$ cat config.mk
export PLATFORM = sky130hd
export DESIGN_NAME = sdram_row_tracker
export DESIGN_NICKNAME = d
export VERILOG_FILES = /design/src/rtl/sdram_trk_pkg.sv /design/src/rtl/sdram_trk_decode.sv /design/src/rtl/sdram_trk_bank.sv /design/src/rtl/sdram_trk_burst.sv /design/src/rtl/sdram_row_tracker.sv
export SDC_FILE = /design/constraint.sdc
export NUM_CORES = 1
export LEC_CHECK = 0
export BUFFER_PORTS_ARGS = -buffer_cell sky130_fd_sc_hd__buf_2
export CORE_UTILIZATION = 50
export CTS_CLUSTER_SIZE = 30
export DETAILED_ROUTE_END_ITERATION = 10
export GPL_ROUTABILITY_DRIVEN = 0
export PLACE_DENSITY = 0.87
export SKIP_CTS_REPAIR_TIMING = 1
export SYNTH_ARGS = -nofsm -noshare
export SYNTH_HDL_FRONTEND = slang
export SYNTH_SLANG_ARGS = --single-unit
$ cat constraint.sdc
create_clock -name clk_i -period 2.64 [get_ports clk_i]
set_clock_uncertainty 0.2 [all_clocks]
set_input_delay 0.528 -clock clk_i [delete_from_list [all_inputs] [get_ports clk_i]]
set_output_delay 0.528 -clock clk_i [all_outputs]
set_load 0.01 [all_outputs]
$ cat src/rtl/sdram_trk_pkg.sv
package sdram_trk_pkg;

  localparam int unsigned AP_BIT = 10;

  typedef enum logic [2:0] {
    CMD_NONE,
    CMD_ACT,
    CMD_RD,
    CMD_WR,
    CMD_PRE,
    CMD_LMR,
    CMD_REF
  } cmd_e;

  function automatic cmd_e decode_cmd(input logic vld, input logic cs_n,
                                      input logic ras_n, input logic cas_n,
                                      input logic we_n);
    cmd_e c;
    c = CMD_NONE;
    if (vld && !cs_n) begin
      case ({ras_n, cas_n, we_n})
        3'b011:  c = CMD_ACT;
        3'b101:  c = CMD_RD;
        3'b100:  c = CMD_WR;
        3'b010:  c = CMD_PRE;
        3'b000:  c = CMD_LMR;
        3'b001:  c = CMD_REF;
        default: c = CMD_NONE;
      endcase
    end
    return c;
  endfunction

endpackage

$ cat src/rtl/sdram_trk_decode.sv
module sdram_trk_decode
  import sdram_trk_pkg::*;
#(
  parameter int unsigned NUM_BANKS = 4,
  parameter int unsigned ADDR_W    = 13,
  localparam int unsigned BA_W     = $clog2(NUM_BANKS)
) (
  input  logic                 cmd_vld_i,
  input  logic                 cs_ni,
  input  logic                 ras_ni,
  input  logic                 cas_ni,
  input  logic                 we_ni,
  input  logic [BA_W-1:0]      ba_i,
  input  logic [ADDR_W-1:0]    addr_i,
  output cmd_e                 cmd_o,
  output logic [NUM_BANKS-1:0] bank_sel_o,
  output logic                 ap_o,
  output logic [ADDR_W-1:0]    row_o
);

  localparam logic [NUM_BANKS-1:0] ONE = NUM_BANKS'(1);

  always_comb begin
    cmd_o      = decode_cmd(cmd_vld_i, cs_ni, ras_ni, cas_ni, we_ni);
    bank_sel_o = ONE << ba_i;
    ap_o       = addr_i[AP_BIT];
    row_o      = addr_i;
  end

endmodule

$ cat src/rtl/sdram_trk_bank.sv
module sdram_trk_bank #(
  parameter int unsigned ADDR_W = 13
) (
  input  logic              clk_i,
  input  logic              rst_ni,
  input  logic              open_set_i,
  input  logic [ADDR_W-1:0] row_i,
  input  logic              close_i,
  output logic              open_o,
  output logic [ADDR_W-1:0] row_o
);

  always_ff @(posedge clk_i or negedge rst_ni) begin
    if (!rst_ni) begin
      open_o <= 1'b0;
      row_o  <= '0;
    end else if (close_i) begin
      open_o <= 1'b0;
    end else if (open_set_i) begin
      open_o <= 1'b1;
      row_o  <= row_i;
    end
  end

endmodule

$ cat src/rtl/sdram_trk_burst.sv
module sdram_trk_burst #(
  parameter int unsigned NUM_BANKS = 4,
  parameter int unsigned BURST_LEN = 8,
  localparam int unsigned BURST_CYC = (BURST_LEN < 2) ? 1 : BURST_LEN / 2,
  localparam int unsigned CNT_W     = $clog2(BURST_CYC + 1)
) (
  input  logic                 clk_i,
  input  logic                 rst_ni,
  input  logic                 start_i,
  input  logic                 start_ap_i,
  input  logic [NUM_BANKS-1:0] start_bank_i,
  output logic                 busy_o,
  output logic [NUM_BANKS-1:0] ap_pend_o,
  output logic [NUM_BANKS-1:0] ap_close_o
);

  logic [CNT_W-1:0]     cnt_q;
  logic                 ap_q;
  logic [NUM_BANKS-1:0] bank_q;
  logic                 last;

  assign last   = (cnt_q == CNT_W'(1));
  assign busy_o = (cnt_q != '0);

  // pending close fires at burst end or when a new read cuts the burst short
  always_comb begin
    ap_pend_o  = ap_q ? bank_q : '0;
    ap_close_o = (ap_q && (last || start_i)) ? bank_q : '0;
  end

  always_ff @(posedge clk_i or negedge rst_ni) begin
    if (!rst_ni) begin
      cnt_q  <= '0;
      ap_q   <= 1'b0;
      bank_q <= '0;
    end else if (start_i) begin
      cnt_q  <= CNT_W'(BURST_CYC);
      ap_q   <= start_ap_i;
      bank_q <= start_bank_i;
    end else if (busy_o) begin
      cnt_q <= cnt_q - CNT_W'(1);
      if (last) ap_q <= 1'b0;
    end
  end

endmodule

$ cat src/rtl/sdram_row_tracker.sv
module sdram_row_tracker
  import sdram_trk_pkg::*;
#(
  parameter int unsigned NUM_BANKS = 4,
  parameter int unsigned ADDR_W    = 13,
  parameter int unsigned BURST_LEN = 8
) (
  input  logic                          clk_i,
  input  logic                          rst_ni,
  input  logic                          cmd_vld_i,
  input  logic                          cs_ni,
  input  logic                          ras_ni,
  input  logic                          cas_ni,
  input  logic                          we_ni,
  input  logic [$clog2(NUM_BANKS)-1:0]  ba_i,
  input  logic [ADDR_W-1:0]             addr_i,
  output logic [NUM_BANKS-1:0]          bank_open_o,
  output logic [NUM_BANKS*ADDR_W-1:0]   bank_row_o,
  output logic                          all_idle_o,
  output logic                          err_act_o,
  output logic                          err_rd_o,
  output logic                          err_lmr_o
);

  cmd_e                 cmd;
  logic [NUM_BANKS-1:0] bank_sel;
  logic                 ap;
  logic [ADDR_W-1:0]    row;
  logic                 busy;
  logic [NUM_BANKS-1:0] ap_pend;
  logic [NUM_BANKS-1:0] ap_close;
  logic [NUM_BANKS-1:0] open_set;
  logic [NUM_BANKS-1:0] close;
  logic                 act_hit, act_bad, rd_ok, rd_bad, lmr_bad;

  sdram_trk_decode #(
    .NUM_BANKS(NUM_BANKS),
    .ADDR_W   (ADDR_W)
  ) u_dec (
    .cmd_vld_i (cmd_vld_i),
    .cs_ni     (cs_ni),
    .ras_ni    (ras_ni),
    .cas_ni    (cas_ni),
    .we_ni     (we_ni),
    .ba_i      (ba_i),
    .addr_i    (addr_i),
    .cmd_o     (cmd),
    .bank_sel_o(bank_sel),
    .ap_o      (ap),
    .row_o     (row)
  );

  always_comb begin
    act_hit  = |(bank_sel & bank_open_o);
    act_bad  = (cmd == CMD_ACT) && act_hit;
    rd_ok    = (cmd == CMD_RD) && |(bank_sel & bank_open_o & ~ap_pend);
    rd_bad   = (cmd == CMD_RD) && !rd_ok;
    lmr_bad  = (cmd == CMD_LMR) && (|bank_open_o || busy);
    open_set = ((cmd == CMD_ACT) && !act_hit) ? bank_sel : '0;
    close    = ap_close;
    if (cmd == CMD_PRE) close = close | (ap ? {NUM_BANKS{1'b1}} : bank_sel);
  end

  sdram_trk_burst #(
    .NUM_BANKS(NUM_BANKS),
    .BURST_LEN(BURST_LEN)
  ) u_burst (
    .clk_i       (clk_i),
    .rst_ni      (rst_ni),
    .start_i     (rd_ok),
    .start_ap_i  (ap),
    .start_bank_i(bank_sel),
    .busy_o      (busy),
    .ap_pend_o   (ap_pend),
    .ap_close_o  (ap_close)
  );

  for (genvar b = 0; b < NUM_BANKS; b++) begin : g_bank
    sdram_trk_bank #(
      .ADDR_W(ADDR_W)
    ) u_bank (
      .clk_i     (clk_i),
      .rst_ni    (rst_ni),
      .open_set_i(open_set[b]),
      .row_i     (row),
      .close_i   (close[b]),
      .open_o    (bank_open_o[b]),
      .row_o     (bank_row_o[b*ADDR_W +: ADDR_W])
    );
  end

  assign all_idle_o = ~(|bank_open_o) & ~busy;

  always_ff @(posedge clk_i or negedge rst_ni) begin
    if (!rst_ni) begin
      err_act_o <= 1'b0;
      err_rd_o  <= 1'b0;
      err_lmr_o <= 1'b0;
    end else begin
      err_act_o <= err_act_o | act_bad;
      err_rd_o  <= err_rd_o | rd_bad;
      err_lmr_o <= err_lmr_o | lmr_bad;
    end
  end

endmodule

==> run summary <==
Status - finished, final reports clean
Peak VDD IR - 0.460 mV
Die Span X - 78.5 um
Commonest non-fill, non-tap cell in the layout - buf_2
DR DRC count - 0
Overflow after GRT - 0
Vias per Instance - 5.35
Share of cells above drive strength 1 - 0.562
Worst Tran Pin Value - 484 ps
Initial antenna violation count - 0
Fin util - 0.660
Largest area contributor in the netlist - dfrtp_1
PwrDens - 773 nW/um2
Switch Pwr - 802 uW
YS warnings - 0
Clock root buffer - clkbuf_8
Sequential-to-total area share from yosys stat - 0.573
CTS sink cnt - 67
Core outline area - 5570 um2
Total Die Area - 6160 um2
Final Max Tran Viols - 0
Top_reg_cell synth - dfrtp_1
CTS tree - built
H-tree depth - 3
Largest net degree at the start of global routing - 68
Routed len/inst - 17.3 um
Setup violations, final - 0
Yosys top cell area share - 0.573
Sw frac - 0.282
Fmax - 416 MHz
Final clock period utilization by the worst path - 0.910
DP Worst Slack - 158 ps
Rows - 27
Initial Util - 0.525
Setup slack after layout - 238 ps
Final antenna diode count - 0
Leak Pwr - 1.94 nW
Worst setup path category - register to output port
CP delay by family, top - simple AND/OR/NAND/NOR gates
Vias in the first global route - 2082
Dpl hpwl - 4440 um
Hold Crit Depth - 2
DIE HEIGHT - 78.5 um
Avg Cell Area, Syn - 14.1 um2
GR Util All Layers - 0.231
Quantity of I/O buffers inserted on ports - 81
Starting DRT DRC Count - 158
Reg-to-reg startpoint - u_burst.cnt_q[1]
Combinational Power Share - 0.209
Max clock buf depth - 2
Crit path max fanout - 6
Nets@finish - 319
Fin crit period - 2400 ps
Crit. path cell count - 3
Reg2reg end - g_bank[1].u_bank.row_o[11]
FF+latch count, synth - 67
Synth top area cells - dfrtp_1 (57%), mux2_2 (17%), mux2_4 (5.1%)
Internal power - 2.04 mW
Post-Syn Area - 2930 um2
Worst-skew pair later-pin latency - 350 ps
Setup crit end - all_idle_o
Startpoint type of the worst setup path - register
CP Cell Sequence - or4_1, nor2_1, buf_2
IO Pins - 82
Fraction of registers with async set/reset - 1.00
Clock transition at path regs - 70 ps
Flop pwr share - 0.455
Clock share of power - 0.336
Post-route ant nets - 0
RSZ-0062 raised after global routing - false
CP bufs+invs - 1
R2R setup slack - 430 ps
Relative slew margins - 0.677
P&R area growth vs syn - 25.7%
First-pass GRT wire length - 10500 um
1st-pass router iterations - 4
WL final - 6430 um
Max Cap Viol - 0
Req. time, crit path - 1910 ps
Routed via count - 1986
EDFF count, synth - 0
Yosys cell types - 33
CP max-delay cell - or4_1
Worst Hold Class - input pin to register
Worst hold slack - 250 ps
Final hold vios - 0
Crit. End Element - output port
Post-Syn Nets - 233
Total Power - 2.84 mW
Worst EP arrival - 1670 ps
CP max stage delay - 550 ps
Setup TNS Final - 0 ps
Commonest non-fill, non-tap cells in the layout - buf_2 (81), dfrtp_1 (67), mux2_2 (44)
TritonCTS buffer count - 9
Post-Syn Instances - 208
Worst setup path startpoint - g_bank[0].u_bank.open_o
Worst r2r path cells - 7
worst register-to-register path: stages, from the launching register on:
cell and delay (ps):
dfrtp_1 350, inv_1 70, ha_1 190, nand2b_1 250, nor2_1 70, or4_1 390, buf_4 230, mux2_4 340
cell usage after synthesis (3+ instances only):
cell type,number
nand3_1,4
nand4_1,4
inv_1,5
mux2_2,44
o22a_1,4
nor2_1,16
buf_4,4
ha_1,3
mux2_4,10
nand2_1,7
clkbuf_1,3
nor4_2,3
mux2i_1,3
o221a_2,4
dfrtp_1,67
buf_2,5
flip-flops by register name, summed over array words and instances, names as in the netlist:
register and count:
err_act_o 1, err_lmr_o 1, err_rd_o 1, g_bank.u_bank.open_o 4, g_bank.u_bank.row_o 52, u_burst.ap_q 1, u_burst.bank_q 4, u_burst.cnt_q 3
routing by layer:
layer  share of wire  wire length (um)  up-vias  global-route usage
met1            0.41              2670      985               0.280
met2            0.51              3280       71               0.389
met4           0.020               128        0              0.0852
met5               0                 0        -                   0
li1                -                 -      917                   -
met3           0.055               354       13              0.0698
worst min path at each step:
stage,start,to,slack [ps]
CTS,rst_ni,u_burst.bank_q[0],-10
global placement,err_act_o,err_act_o,260
finish,addr_i[12],g_bank[0].u_bank.row_o[12],250
global route,addr_i[12],g_bank[1].u_bank.row_o[12],240
floorplan,rst_ni,err_act_o,30
detailed placement,err_lmr_o,err_lmr_o,260
layout make-up:
cell class	count	area, um2
sequential	67	1680
fill	413	1900
tap	72	90.1
clock inverter	6	88.8
timing repair buffer	89	493
multi-input combinational	122	1170
inverter	5	18.8
clock buffer	10	138
metrics by stage:
step	instance area, um2	instances
3_5_place_dp	3440	354
5_1_grt	3680	371
2_1_floorplan	2930	208
6_report	3680	371
3_3_place_gp	3440	354
4_1_cts	3670	370
power groups by stage:
stage / Clock (mW) / Sequential (mW) / Combinational [mW]
2_1_floorplan: 0 / 1.35 / 0.314
3_5_place_dp: 0 / 1.31 / 0.594
6_report: 0.954 / 1.29 / 0.594
3_3_place_gp: 0 / 1.30 / 0.573
5_1_grt: 1.02 / 1.32 / 0.647
4_1_cts: 0.977 / 1.29 / 0.600
kinds of logic after synthesis:
group                    Yosys count  share of synthesized area
AO/OA/AOI/OAI                     15                     0.0462
XOR/XNOR                           1                    0.00299
adder cells (fa/ha/maj)            3                     0.0128
buffers and inverters             19                     0.0346
flip-flops                        67                      0.573
multiplexers                      59                      0.243
AND/OR/NAND/NOR                   44                     0.0877
(Power assumes the default switching activity.)
